==> config.mk <==
export PLATFORM = sky130hd
export DESIGN_NAME = cmd_pkt_fifo
export DESIGN_NICKNAME = d
export VERILOG_FILES = /design/src/rtl/cpf_pkg.sv /design/src/rtl/cpf_store.sv /design/src/rtl/cpf_thresh.sv /design/src/rtl/cpf_irq.sv /design/src/rtl/cmd_pkt_fifo.sv
export SDC_FILE = /design/constraint.sdc
export NUM_CORES = 1
export LEC_CHECK = 0
export BUFFER_PORTS_ARGS = -buffer_cell sky130_fd_sc_hd__buf_4
export CAP_MARGIN = 0
export CORE_MARGIN = 2
export CORE_UTILIZATION = 58
export CTS_CLUSTER_DIAMETER = 120
export CTS_CLUSTER_SIZE = 28
export DETAILED_ROUTE_END_ITERATION = 10
export GPL_TIMING_DRIVEN = 0
export PLACE_DENSITY = 0.85
export SLEW_MARGIN = 20
export SYNTH_ARGS = -nofsm -noshare
export SYNTH_HDL_FRONTEND = slang
export SYNTH_SLANG_ARGS = --single-unit
export TNS_END_PERCENT = 10
==> constraint.sdc <==
create_clock -name clk -period 2.4 [get_ports clk]
set_input_delay 0.12 -clock clk [delete_from_list [all_inputs] [get_ports clk]]
set_output_delay 0.12 -clock clk [all_outputs]
set_load 0.05 [all_outputs]
==> src/rtl/cpf_pkg.sv <==
package cpf_pkg;
  typedef logic [7:0] byte_t;
  localparam byte_t EMPTY_READ = 8'hFF;
  localparam byte_t PKT_OPCODE = 8'hA0;
  localparam int    ICR_LSB    = 5;
  typedef struct packed {
    logic fne;
    logic tend;
    logic sr;
  } ien_t;
endpackage

==> src/rtl/cpf_store.sv <==
module cpf_store
  import cpf_pkg::*;
#(
  parameter int DEPTH = 12,
  localparam int AW = (DEPTH > 1) ? $clog2(DEPTH) : 1,
  localparam int CW = $clog2(DEPTH + 1)
) (
  input  logic          clk,
  input  logic          rst_n,
  input  logic          push,
  input  logic          pop,
  input  byte_t         wdata,
  output byte_t         head,
  output logic [CW-1:0] occ,
  output logic          empty,
  output logic          full
);
  byte_t         mem [DEPTH];
  logic [AW-1:0] wp_q, wp_d, rp_q, rp_d;
  logic [CW-1:0] occ_q, occ_d;

  function automatic logic [AW-1:0] bump(input logic [AW-1:0] p);
    return (p == AW'(DEPTH - 1)) ? '0 : p + 1'b1;
  endfunction

  always_comb begin
    wp_d  = push ? bump(wp_q) : wp_q;
    rp_d  = pop  ? bump(rp_q) : rp_q;
    occ_d = occ_q;
    if (push && !pop)      occ_d = occ_q + 1'b1;
    else if (pop && !push) occ_d = occ_q - 1'b1;
  end

  always_ff @(posedge clk or negedge rst_n) begin
    if (!rst_n) begin
      wp_q  <= '0;
      rp_q  <= '0;
      occ_q <= '0;
    end else begin
      wp_q  <= wp_d;
      rp_q  <= rp_d;
      occ_q <= occ_d;
    end
  end

  always_ff @(posedge clk) begin
    if (push) mem[wp_q] <= wdata;
  end

  assign empty = (occ_q == '0);
  assign full  = (occ_q == CW'(DEPTH));
  assign occ   = occ_q;
  assign head  = empty ? EMPTY_READ : mem[rp_q];
endmodule

==> src/rtl/cpf_thresh.sv <==
module cpf_thresh #(
  parameter int DEPTH = 12,
  parameter int THW   = 4,
  localparam int CW   = $clog2(DEPTH + 1)
) (
  input  logic           clk,
  input  logic           rst_n,
  input  logic           drq,
  input  logic [THW-1:0] cnt_field,
  input  logic           push,
  input  logic           drain,
  output logic           done
);
  logic          drq_q;
  logic          cap;
  logic [CW-1:0] field_eff;
  logic [CW-1:0] thr_q, thr_d;
  logic [CW-1:0] wc_q, wc_d;

  assign cap = drq && !drq_q;

  always_comb begin
    if (cnt_field == '0 || 32'(cnt_field) > DEPTH) field_eff = CW'(DEPTH);
    else                                           field_eff = CW'(cnt_field);
    thr_d = cap ? field_eff : thr_q;
    wc_d  = wc_q;
    if (drain)     wc_d = '0;
    else if (push) wc_d = wc_q + 1'b1;
  end

  always_ff @(posedge clk or negedge rst_n) begin
    if (!rst_n) begin
      drq_q <= 1'b0;
      thr_q <= CW'(DEPTH);
      wc_q  <= '0;
    end else begin
      drq_q <= drq;
      thr_q <= thr_d;
      wc_q  <= wc_d;
    end
  end

  assign done = (wc_q >= thr_q);
endmodule

==> src/rtl/cpf_irq.sv <==
module cpf_irq
  import cpf_pkg::*;
(
  input  logic       clk,
  input  logic       rst_n,
  input  logic       icr_wr,
  input  logic [2:0] icr_bits,
  input  logic       cmd_hit,
  input  logic       aux_clr,
  input  logic       fne_act,
  input  logic       tend_act,
  input  logic       sr_act,
  output ien_t       ien_q,
  output logic       int_n
);
  ien_t ien_d;

  always_comb begin
    ien_d = ien_q;
    if (icr_wr)  ien_d = ien_t'(icr_bits);
    if (cmd_hit) ien_d.tend = 1'b1;
    if (aux_clr) ien_d.sr   = 1'b0;
  end

  always_ff @(posedge clk or negedge rst_n) begin
    if (!rst_n) ien_q <= '0;
    else        ien_q <= ien_d;
  end

  assign int_n = !((ien_q.fne && fne_act) || (ien_q.tend && tend_act) ||
                   (ien_q.sr && sr_act));
endmodule

==> src/rtl/cmd_pkt_fifo.sv <==
module cmd_pkt_fifo
  import cpf_pkg::*;
#(
  parameter int DEPTH = 12,
  parameter int THW   = 4,
  localparam int CW   = $clog2(DEPTH + 1)
) (
  input  logic       clk,
  input  logic       rst_n,
  input  logic       host_wr,
  input  logic [7:0] host_wdata,
  input  logic       pkt_sel,
  input  logic       drq,
  input  logic [7:0] bcnt,
  input  logic       cpu_rd,
  output logic [7:0] cpu_rdata,
  input  logic       icr_wr,
  input  logic [7:0] icr_wdata,
  input  logic       host_cmd_wr,
  input  logic [7:0] host_cmd,
  input  logic       hien,
  input  logic       drv_sel,
  input  logic       host_rst,
  input  logic       fw_rst,
  input  logic       dec_rst,
  input  logic       sr_n,
  output logic       fne_n,
  output logic       tend_n,
  output logic       pkt_done,
  output logic [2:0] ien_q,
  output logic       int_n
);
  logic [1:0]    rs_q;
  logic          rst_sync_n;
  logic          push, pop, drain, empty, full, done;
  logic [CW-1:0] occ;
  ien_t          ien;

  always_ff @(posedge clk or negedge rst_n) begin
    if (!rst_n) rs_q <= 2'b00;
    else        rs_q <= {rs_q[0], 1'b1};
  end
  assign rst_sync_n = rs_q[1];

  assign push  = host_wr && pkt_sel && !done && !full;
  assign pop   = cpu_rd && !empty;
  assign drain = pop && !push && (occ == CW'(1));

  cpf_store #(.DEPTH(DEPTH)) u_store (
    .clk(clk), .rst_n(rst_sync_n), .push(push), .pop(pop),
    .wdata(host_wdata), .head(cpu_rdata), .occ(occ),
    .empty(empty), .full(full)
  );

  cpf_thresh #(.DEPTH(DEPTH), .THW(THW)) u_thresh (
    .clk(clk), .rst_n(rst_sync_n), .drq(drq), .cnt_field(bcnt[THW-1:0]),
    .push(push), .drain(drain), .done(done)
  );

  cpf_irq u_irq (
    .clk(clk), .rst_n(rst_sync_n), .icr_wr(icr_wr),
    .icr_bits(icr_wdata[ICR_LSB+2:ICR_LSB]),
    .cmd_hit(host_cmd_wr && host_cmd == PKT_OPCODE && hien && drv_sel),
    .aux_clr(host_rst || fw_rst || dec_rst),
    .fne_act(!empty), .tend_act(done), .sr_act(!sr_n),
    .ien_q(ien), .int_n(int_n)
  );

  assign fne_n    = empty;
  assign tend_n   = !done;
  assign pkt_done = done;
  assign ien_q    = ien;
endmodule

==> impl_metrics.csv, run 1 <==
group,metric,value,unit
timing,fin_crit_sh,1.098,
layout,stdcell_area,6874,um2
synthesis,synth_cell_types,46,
cts,cts_tree,"done",
status,outcome,"finished, violations left",
cts,clockBufferDepth,2,
critical_path,critical_path_required,2.28,ns
routing,ant_nets,0,
timing,hold_violations,0,
critical_path,path_cells,"inv_2 -> ha_4 -> nand2b_4 -> a2111o_1 -> nand2_4 -> clkinvlp_4 -> a222oi_1 -> buf_4",
critical_path,startpoint,"u_thresh.wc_q[0]$_DFFE_PN0P_",
layout,antenna_cells,0,
global_route,grt_pass1_wl,19.16,mm
floorplanning,pin_count,61,
layout,fillers,468,
placement,place_congestion,0.7976,
timing,slew_headroom,0.5820,
timing,skew,0.008611,ns
synthesis,ys_seq_area_frac,0.6740,
run,maxCapViolCount,0,
routing,routed-wl-met3,976,um
cts,cts.root.buffer_cell,"clkbuf_8",
layout,layout.nets,493,
timing,rsz0062_at_grt,"true",
critical_path,path_buf_inv,3,
power,finalPower,0.008637,W
floorplanning,die_y,99.11,um
global_route,grt.overflow.total,0,
synthesis,synthesis.nets,388,
synthesis,synth_ff_type,"edfxtp_1",
routing,dr.max_layer_used,"met4",
cts,cts_sinks,122,
critical_path,rr_worst_depth,11,
floorplanning,rows,34,
routing,wl_met2,6.770,mm
routing,wl,13.42,mm
routing,wl_met1,5.237,mm
cts,clock_latency,0.52,ns
critical_path,endpoint,"int_n",
routing,vias,3449,
floorplanning,core-area,8763,um2
timing,fin_ws,-0.2353,ns
layout,layout-drive-gt1-share,0.3910,
power,p_per_area,1256,nW/um2
timing,fin_crit,2.635,ns
synthesis,ys_warn_count,0,
global_route,grt_max_degree,25,
critical_path,crit_family,"compound AO/OA/AOI/OAI gates",
global_route,grt_pass1_vias,3469,
timing,max_freq,379.5,MHz
floorplanning,dieArea,9822,um2
critical_path,cp.depth,8,
power,ir_drop,0.0005600,V
critical_path,r2r_slack,-0.18,ns
global_route,antenna_found_initial,0,
timing,tightest_slew,0.6270,ns
cts,path_clk_slew,0.06,ns
routing,viasPerCell,6.237,
layout,areaGrowthSynthToFinish,31.03,%
critical_path,r2r-end,"u_store.occ[3]$_DFFE_PN0P_",
synthesis,synth-seq-cells,122,
critical_path,cp-start-kind,"flop",
placement,hpwl,7.022,mm
timing,slew_viol_final,0,
floorplanning,initial_core_util,0.5987,
critical_path,critPathKind,"flop to output pin",
critical_path,end_kind,"output pin",
critical_path,critPathMaxFanout,4,
placement,placed_area,5776,um2
routing,route.detailed.wl_per_inst,24.26,um
routing,drt-initial-drc-count,334,
synthesis,synthCells,327,
status,violations,"setup timing",
placement,port_buffers,51,
global_route,grt_use_total,0.2673,
synthesis,synth_edf_count,96,
critical_path,cp.arrival,2.52,ns
synthesis,async_flop_share,0.2131,
floorplanning,fp.dieW,99.11,um
synthesis,synth.avg_cell_area,16.04,um2
power,leakage,2.590,nW
cts,cts_buffers,17,
cts,cts_htree_levels,4,
critical_path,slowest_stage,"a2111o_1",
min_path,hold_class,"primary input to flop",
routing,dr.pass1.iters,6,
synthesis,netlist_area,5246,um2
timing,setup_viol,5,
routing,drc,0,
critical_path,r2r_start,"u_thresh.thr_q[2]$_DFFE_PN1P_",
critical_path,cp_slowest_stage_delay,0.45,ns
## placed cells by master (no fill, tap or decap), types with 6 or more instances in the layout
| master | Yosys | routed |
|---|---|---|
| a21oi_1 | 8 | 6 |
| and3_4 | 0 | 10 |
| buf_4 | 2 | 56 |
| buf_6 | 2 | 7 |
| clkbuf_16 | 0 | 16 |
| dfrtp_1 | 24 | 22 |
| dlygate4sd3_1 | 0 | 27 |
| edfxtp_1 | 96 | 96 |
| ha_1 | 15 | 11 |
| inv_1 | 14 | 11 |
| mux2_2 | 19 | 19 |
| mux2i_1 | 8 | 7 |
| mux4_2 | 17 | 17 |
| nand2_1 | 24 | 22 |
| nor2_1 | 13 | 11 |
## metal layers
layer,global-route usage,up-vias
met2,0.4407,198
li1,-,1485
met4,0.09905,0
met3,0.06746,40
met5,0,-
met1,0.3483,1726
## area by class of cell
class                      count  area (um2)  area share
multi-input combinational    179        1762      0.2563
timing repair buffer          87       739.5      0.1076
inverter                      15       72.57     0.01056
clock buffer                  19       421.7     0.06134
clock inverter                13       103.9     0.01511
buffer                        10       101.3     0.01474
sequential                   122        3538      0.5147
tap                          108       135.1     0.01966
## metrics by stage
stage	setup slack, ns	std cells	TNS, ns	hold slack (ns)	utilization
finish	-0.2353	553	-0.6683	0.1162	0.7844
global route	-0.3594	553	-3.101	0.1383	0.7844
CTS	-0.3066	551	-0.5261	0.09792	0.7641
detailed placement	-0.3162	486	-17.13	-0.09629	0.6591
global placement	-0.2686	486	-13.37	-0.09733	0.6591
floorplan	-0.8702	327	-5.357	-0.1756	-
## worst min-delay path by stage
stage               startpoint  cells past startpoint  slack [ns]                           end
floorplan                rst_n                      0       -0.18             rs_q[0]$_DFF_PN0_
global placement         rst_n                      1        -0.1             rs_q[0]$_DFF_PN0_
detailed placement       rst_n                      1        -0.1             rs_q[1]$_DFF_PN0_
CTS                    host_wr                      4         0.1  u_thresh.wc_q[3]$_DFFE_PN0P_
global route           host_wr                      4        0.14  u_thresh.wc_q[3]$_DFFE_PN0P_
finish                 host_wr                      4        0.12  u_thresh.wc_q[3]$_DFFE_PN0P_
## sequential cells by signal, summed over array words and instances, names as in the netlist
name,cells
u_store.rp_q,4
u_store.occ,4
u_thresh.thr_q,4
u_thresh.wc_q,4
u_thresh.drq_q,1
u_irq.ien_q,3
u_store.mem,96
u_store.wp_q,4
rs_q,2
## kinds of logic after synthesis
| kind of cell | count (synthesis) | share of synthesized area |
|---|---|---|
| fa+ha+maj | 15 | 0.03577 |
| buf+inv | 26 | 0.02647 |
| xor+xnor | 4 | 0.006679 |
| simple gates | 75 | 0.07298 |
| other cells | 1 | 0.0007148 |
| flops | 122 | 0.6740 |
| mux | 44 | 0.1290 |
| compound gates | 40 | 0.05438 |
## what timing repair did
item	CTS	global route
pin swaps	3	2
hold buffers	27	0
buffers inserted	7	2
endpoints found under the setup margin	91	98
gates resized for setup	36	38
hold endpoints to repair	108	0
## tightest hold or removal path, delay by kind of cell
kind,cells,cell delay (ns)
AND/OR/NAND/NOR,1,0.16
buffers and inverters,1,0.13
multiplexers,1,0.11
AO/OA/AOI/OAI,1,0.08
## synthesized netlist by cell type, types with 2 or more instances
cell type  instances  area (um2)
nand2b_1           5       31.28
nor3_1             4       20.02
and2_1             2       12.51
xor2_1             3       26.28
mux4_2            17       382.9
buf_2              2       10.01
dfstp_2            2       52.55
o311ai_0           7       61.31
ha_1              15       187.7
a22o_1             3       26.28
o22ai_1            7       43.79
buf_4              2       15.01
nand2_1           24       90.09
nand4_1            4       25.02
mux2i_1            8       80.08
nor2_1            13       48.80
buf_6              2       22.52
nor4_1             2       12.51
dfrtp_1           24       600.6
a21oi_1            8       40.04
o21ai_0            6       30.03
and3_2             3       22.52
mux2_2            19       214.0
a211oi_1           2       15.01
nand3_1            6       30.03
and3_1             7       43.79
clkbuf_1           3       11.26
inv_1             14       52.55
edfxtp_1          96        2883
## power by group
group | leakage, nW | switching (W) | internal [W]
registers | 1.17 | 0.000247 | 0.00253
clock network | 0.247 | 0.000919 | 0.00136
logic | 1.17 | 0.00209 | 0.00149
total | 2.59 | 0.00326 | 0.00538
Power figures use the tool's default switching activity.
==> run 2, diff against run 1 <==
--- a/config.mk
+++ b/config.mk
@@ -13,6 +13,7 @@
 export CTS_CLUSTER_SIZE = 28
 export DETAILED_ROUTE_END_ITERATION = 10
 export GPL_TIMING_DRIVEN = 0
+export MAX_ROUTING_LAYER = met4
 export PLACE_DENSITY = 0.85
 export SLEW_MARGIN = 20
 export SYNTH_ARGS = -nofsm -noshare
==> run 2 against run 1 <==
Clock skew is 0.0053 ns higher. Die area is the same. Combinational power hardly changed. Sequential share of layout area is essentially flat. Global-route usage is 0.68 points higher. The run still ends with setup timing left.
==> impl_metrics.csv, run 2 (synthesis gave the netlist of run 1 again) <==
group,metric,value,unit
timing,hold_violations,0,
critical_path,end_kind,"output pin",
power,pwr-share-seq,0.321,
layout,stdcell_count,553,
timing,max_freq,381.1,MHz
routing,drt-initial-drc-count,349,
power,ir_drop,0.0005453,V
timing,slew_viol_final,0,
power,p_sw_frac,0.3771,
global_route,antenna_found_initial,0,
critical_path,critical_path_required,2.28,ns
routing,viasPerCell,6.259,
layout,top_register,"u_store.mem",
min_path,hold_class,"primary input to flop",
critical_path,critPathKind,"flop to output pin",
routing,route.detailed.wl_per_inst,24.30,um
layout,antenna_cells,0,
layout,areaGrowthSynthToFinish,31.00,%
power,p_int,0.005380,W
placement,hpwl,7.022,mm
cts,cts_htree_levels,4,
routing,dr.pass1.iters,5,
cts,cts_tree,"done",
critical_path,path_cells,"inv_2 -> ha_4 -> nand2b_4 -> a2111o_1 -> nand2_4 -> clkinvlp_4 -> a222oi_1 -> buf_4",
routing,ant_nets,0,
power,clkPwrFrac,0.263,
critical_path,cp.arrival,2.50,ns
power,p_per_area,1257,nW/um2
timing,fin_ws,-0.2241,ns
floorplanning,fp.dieW,99.11,um
run,maxCapViolCount,0,
routing,drc,0,
power,leakage,2.591,nW
layout,layout.nets,493,
timing,skew,0.01392,ns
placement,placed_area,5776,um2
timing,fin_crit_sh,1.093,
layout,final_common_cell,"edfxtp_1",
cts,cts_buffers,17,
status,violations,"setup timing",
critical_path,slowest_stage,"a2111o_1",
critical_path,critPathMaxFanout,4,
placement,port_buffers,51,
floorplanning,core-area,8763,um2
global_route,grt.overflow.total,0,
status,outcome,"finished, violations left",
cts,clock_latency,0.51,ns
routing,vias,3461,
global_route,grt_pass1_vias,3490,
timing,rsz0062_at_grt,"true",
global_route,grt_pass1_wl,19.12,mm
cts,path_clk_slew,0.06,ns
critical_path,cp-start-kind,"flop",
timing,slew_headroom,0.2806,
cts,cts.root.buffer_cell,"clkbuf_8",
floorplanning,pin_count,61,
cts,cts_sinks,122,
floorplanning,dieArea,9822,um2
critical_path,cp_slowest_stage_delay,0.45,ns
layout,final_cell_mix,"96 x edfxtp_1, 56 x buf_4, 27 x dlygate4sd3_1",
critical_path,crit_family,"compound AO/OA/AOI/OAI gates",
timing,fin_crit,2.624,ns
routing,wl,13.44,mm
placement,dpl.cell_count,486,
cts,clockBufferDepth,2,
power,switching_power,0.003258,W
global_route,grt_max_degree,25,
critical_path,path_buf_inv,3,
placement,dp_slack,-0.3162,ns
floorplanning,rows,34,
power,combinationalPowerShare,0.416,
layout,layout-drive-gt1-share,0.3888,
floorplanning,die_y,99.11,um
placement,place_congestion,0.8090,
global_route,grt_use_total,0.2742,
timing,setup_viol,5,
floorplanning,initial_core_util,0.5987,
timing,tightest_slew,1.079,ns
layout,stdcell_area,6873,um2
layout,largest_reg_flops,96,
## run 2: cell count changes in the layout (fill, tap and decap cells not counted)
cell | previous run | this run
dfrtp_1 | 22 | 23
dfrtp_2 | 2 | 1
## run 2: final timing paths
check                                               from                           end  slack [ns]  cells after the start
max                         u_thresh.wc_q[0]$_DFFE_PN0P_                         int_n       -0.22                      8
min                                              host_wr  u_thresh.wc_q[3]$_DFFE_PN0P_        0.13                      4
max reg2reg                u_thresh.thr_q[2]$_DFFE_PN1P_    u_store.occ[3]$_DFFE_PN0P_       -0.18                     11
min reg2reg                            rs_q[0]$_DFF_PN0_             rs_q[1]$_DFF_PN0_        0.36                      0
max in group asynchronous              rs_q[1]$_DFF_PN0_    u_store.occ[0]$_DFFE_PN0P_        1.23                      0
min in group asynchronous              rs_q[1]$_DFF_PN0_  u_thresh.wc_q[1]$_DFFE_PN0P_        0.45                      0
## run 2: layer usage
layer | share of wire | wire length (um) | vias to the layer above | track usage
met2 | 0.51 | 6882 | 188 | 0.4428
li1 | - | - | 1491 | -
met1 | 0.40 | 5347 | 1757 | 0.3448
met4 | 0.027 | 359 | 0 | 0.09905
met5 | 0 | 0 | - | -
met3 | 0.063 | 848 | 25 | 0.06325
## run 2: layout make-up
type	count	area [um2]
sequential	122	3537
tap	108	135.1
timing repair buffer	87	739.5
clock buffer	19	421.7
clock inverter	13	103.9
inverter	15	72.57
buffer	10	101.3
multi-input combinational	179	1762
fill	469	1891
## run 2: worst reg2reg max path: stages (launching register included)
cell      delay, ns
dfstp_2        0.52
inv_1          0.05
ha_1           0.26
o21ai_0        0.07
nand2b_1       0.17
buf_4          0.16
a21o_4         0.16
clkinv_8       0.10
ha_4           0.20
or4_1          0.51
a21oi_2        0.17
xor2_1         0.15
## run 2: power groups by stage
stage / combinational [W] / clock (W) / sequential [W]
floorplan: 0.00210 / 0 / 0.00272
global placement: 0.00279 / 0 / 0.00275
global route: 0.00378 / 0.00237 / 0.00279
CTS: 0.00316 / 0.00225 / 0.00274
detailed placement: 0.00287 / 0 / 0.00277
finish: 0.00359 / 0.00227 / 0.00278
## run 2: repair_timing
| action | CTS | global route |
|---|---|---|
| hold buffers | 27 | 0 |
| setup endpoints to repair | 91 | 98 |
| endpoints found under the hold margin | 108 | 0 |
| gates resized for setup | 36 | 38 |
| pin swaps | 3 | 2 |
| setup buffers | 7 | 2 |
## run 2: stage by stage
step / hold slack, ns / util / TNS, ns / power, W
2_1_floorplan: -0.1756 / - / -5.357 / 0.004824
3_3_place_gp: -0.09733 / 0.6591 / -13.37 / 0.005532
3_5_place_dp: -0.09629 / 0.6591 / -17.13 / 0.005637
4_1_cts: 0.09792 / 0.7641 / -0.5261 / 0.008154
5_1_grt: 0.1352 / 0.7843 / -3.183 / 0.008945
6_report: 0.1292 / 0.7843 / -0.6645 / 0.008637
==> run 3, diff against run 2 <==
--- a/config.mk
+++ b/config.mk
@@ -8,13 +8,13 @@
 export BUFFER_PORTS_ARGS = -buffer_cell sky130_fd_sc_hd__buf_4
 export CAP_MARGIN = 0
 export CORE_MARGIN = 2
-export CORE_UTILIZATION = 58
+export CORE_UTILIZATION = 45
 export CTS_CLUSTER_DIAMETER = 120
 export CTS_CLUSTER_SIZE = 28
 export DETAILED_ROUTE_END_ITERATION = 10
 export GPL_TIMING_DRIVEN = 0
 export MAX_ROUTING_LAYER = met4
-export PLACE_DENSITY = 0.85
+export PLACE_DENSITY = 0.7
 export SLEW_MARGIN = 20
 export SYNTH_ARGS = -nofsm -noshare
 export SYNTH_HDL_FRONTEND = slang
==> constraint.sdc (replaced) <==
create_clock -name clk -period 2.5 [get_ports clk]
set_input_delay 0.125 -clock clk [delete_from_list [all_inputs] [get_ports clk]]
set_output_delay 0.125 -clock clk [all_outputs]
set_load 0.05 [all_outputs]
==> run 3 against run 2 <==
The flow still finishes with violations (setup timing). Combinational power shrank 16%. Clock skew shrank 0.0047 ns. Core utilization shrank 19 points. Via count shrank 8.5%. Non-clock buffer count shrank 7. Sequential share of layout area grew 0.64 points. Final area shrank 1.2%. Critical endpoint unchanged. Highest routed layer unchanged.
==> impl_metrics.csv, run 3 (synthesis gave the netlist of run 1 again) <==
group,metric,value,unit
power,leakage,2.584,nW
placement,hpwl,7.004,mm
layout,final_common_cell,"edfxtp_1",
global_route,grt_busiest_layer,"met2",
critical_path,r2r_slack,-0.01,ns
min_path,hold_class,"primary input to flop",
layout,layout.nets,486,
min_path,whs_path_depth,2,
routing,wl,10.77,mm
timing,slew_viol_final,0,
global_route,grt_use_total,0.1919,
floorplanning,initial_core_util,0.4595,
timing,fin_ws,-0.1072,ns
critical_path,cp.arrival,2.48,ns
global_route,grt_pass1_vias,3286,
layout,final_cell_mix,"96 x edfxtp_1, 60 x buf_4, 23 x nand2_1",
timing,fin_crit_sh,1.043,
global_route,use_met3,0.05226,
placement,dpl.cell_count,521,
timing,rsz0062_at_grt,"true",
cts,clock_latency,0.41,ns
timing,hold_violations,0,
cts,cts_sinks,122,
floorplanning,die_y,112.0,um
critical_path,end_kind,"output pin",
floorplanning,rows,39,
cts,cts_tree,"done",
placement,dp_slack,-0.1924,ns
layout,largest_reg_flops,96,
power,clkPwrFrac,0.308,
cts,cts_htree_levels,4,
layout,top_register,"u_store.mem",
critical_path,critical_path_required,2.38,ns
timing,slew_headroom,0.6388,
layout,fillers,902,
routing,dr.pass1.iters,7,
status,violations,"setup timing",
run,maxCapViolCount,0,
floorplanning,dieArea,12540,um2
routing,ant_nets,0,
global_route,met1_usage,0.2344,
cts,cts.root.buffer_cell,"clkbuf_16",
power,switching_power,0.002805,W
min_path,worst_hold_path.endpoint,"u_irq.ien_q[2]$_DFFE_PN0P_",
power,p_sw_frac,0.3451,
global_route,grt.overflow.total,0,
power,pwr-share-seq,0.322,
power,p_per_area,1197,nW/um2
cts,clockBufferDepth,2,
critical_path,critPathKind,"flop to output pin",
status,outcome,"finished, violations left",
floorplanning,fp.dieW,112.0,um
timing,tightest_slew,0.5417,ns
critical_path,startpoint,"u_thresh.wc_q[0]$_DFFE_PN0P_",
power,p_int,0.005323,W
critical_path,r2r_start,"u_thresh.wc_q[0]$_DFFE_PN0P_",
layout,antenna_cells,0,
layout,layout-drive-gt1-share,0.3676,
critical_path,r2r-end,"u_store.occ[2]$_DFFE_PN0P_",
power,combinationalPowerShare,0.369,
routing,vias,3167,
global_route,grt_max_degree,25,
timing,fin_crit,2.607,ns
critical_path,rr_worst_depth,12,
min_path,min_from,"icr_wr",
layout,stdcell_count,581,
timing,max_freq,383.5,MHz
cts,path_clk_slew,0.05,ns
routing,drt-initial-drc-count,141,
placement,place_congestion,0.7729,
cts,cts_buffers,17,
layout,final_core_util,0.5947,
routing,route.detailed.wl_per_inst,18.53,um
power,ir_drop,0.0005573,V
layout,areaGrowthSynthToFinish,29.43,%
routing,viasPerCell,5.451,
global_route,antenna_found_initial,0,
placement,port_buffers,51,
floorplanning,pin_count,61,
floorplanning,core-area,11420,um2
timing,skew,0.009181,ns
global_route,met2_usage,0.3063,
global_route,grt_pass1_wl,17.33,mm
critical_path,cp-start-kind,"flop",
routing,drc,0,
critical_path,critPathMaxFanout,4,
timing,setup_viol,3,
==> run 3: what timing repair did <==
| action | in CTS | in global routing |
|---|---|---|
| setup buffers | 3 | 5 |
| setup endpoints to repair | 70 | 85 |
| endpoints found under the hold margin | 95 | 0 |
| pin swaps | 3 | 5 |
| resized for setup | 14 | 26 |
| hold buffers | 20 | 0 |
==> run 3: power groups by stage <==
stage          registers, W  logic (W)  clock network [W]
6_report            0.00262    0.00300            0.00251
5_1_grt             0.00265    0.00325            0.00262
4_1_cts             0.00261    0.00286            0.00254
3_5_place_dp        0.00265    0.00276                  0
3_3_place_gp        0.00264    0.00270                  0
2_1_floorplan       0.00261    0.00202                  0
==> run 3: worst max-delay path: stages, from the launching register on <==
cell and delay (ns):
dfrtp_1 0.39, inv_2 0.08, ha_4 0.19, nand2b_4 0.13, a2111o_1 0.45, nand2_4 0.13, clkinvlp_4 0.08, a222oi_1 0.35
buf_4 0.27
==> run 3: metrics by stage <==
| stage | power, W | area, um2 | hold WS (ns) | setup TNS (ns) |
|---|---|---|---|---|
| after floorplan | 0.004631 | 5258 | -0.1706 | -4.507 |
| after global placement | 0.005341 | 5819 | -0.09238 | -6.960 |
| after detailed placement | 0.005406 | 5819 | -0.08987 | -8.451 |
| after CTS | 0.008011 | 6671 | 0.001953 | -0.2054 |
| after global routing | 0.008522 | 6790 | 0.006528 | -0.4955 |
| final | 0.008128 | 6790 | 0.02244 | -0.1205 |
==> run 3: how the worst max path moves through the flow <==
stage	end	slack, ns	depth (start not counted)
3_5_place_dp	u_store.mem[6][1]$_DFFE_PP_	-0.19	8
6_report	int_n	-0.11	8
4_1_cts	int_n	-0.12	7
2_1_floorplan	int_n	-0.78	7
3_3_place_gp	u_store.mem[6][4]$_DFFE_PP_	-0.15	8
5_1_grt	int_n	-0.20	8
==> run 3: cell type report <==
type | instances | area [um2] | area share
Clock inverter | 13 | 176.4 | 0.02598
Multi-Input combinational cell | 179 | 1663 | 0.2449
Clock buffer | 19 | 432.9 | 0.06376
Timing Repair Buffer | 79 | 646.9 | 0.09526
Sequential cell | 122 | 3538 | 0.5211
Buffer | 11 | 88.84 | 0.01308
Inverter | 15 | 65.06 | 0.009582
Tap cell | 143 | 178.9 | 0.02635
==> run 3: per-layer routing <==
| layer | up-vias | share of wire |
|---|---|---|
| met4 | 0 | 0.016 |
| met5 | - | 0 |
| li1 | 1473 | - |
| met1 | 1599 | 0.42 |
| met3 | 13 | 0.046 |
| met2 | 82 | 0.51 |
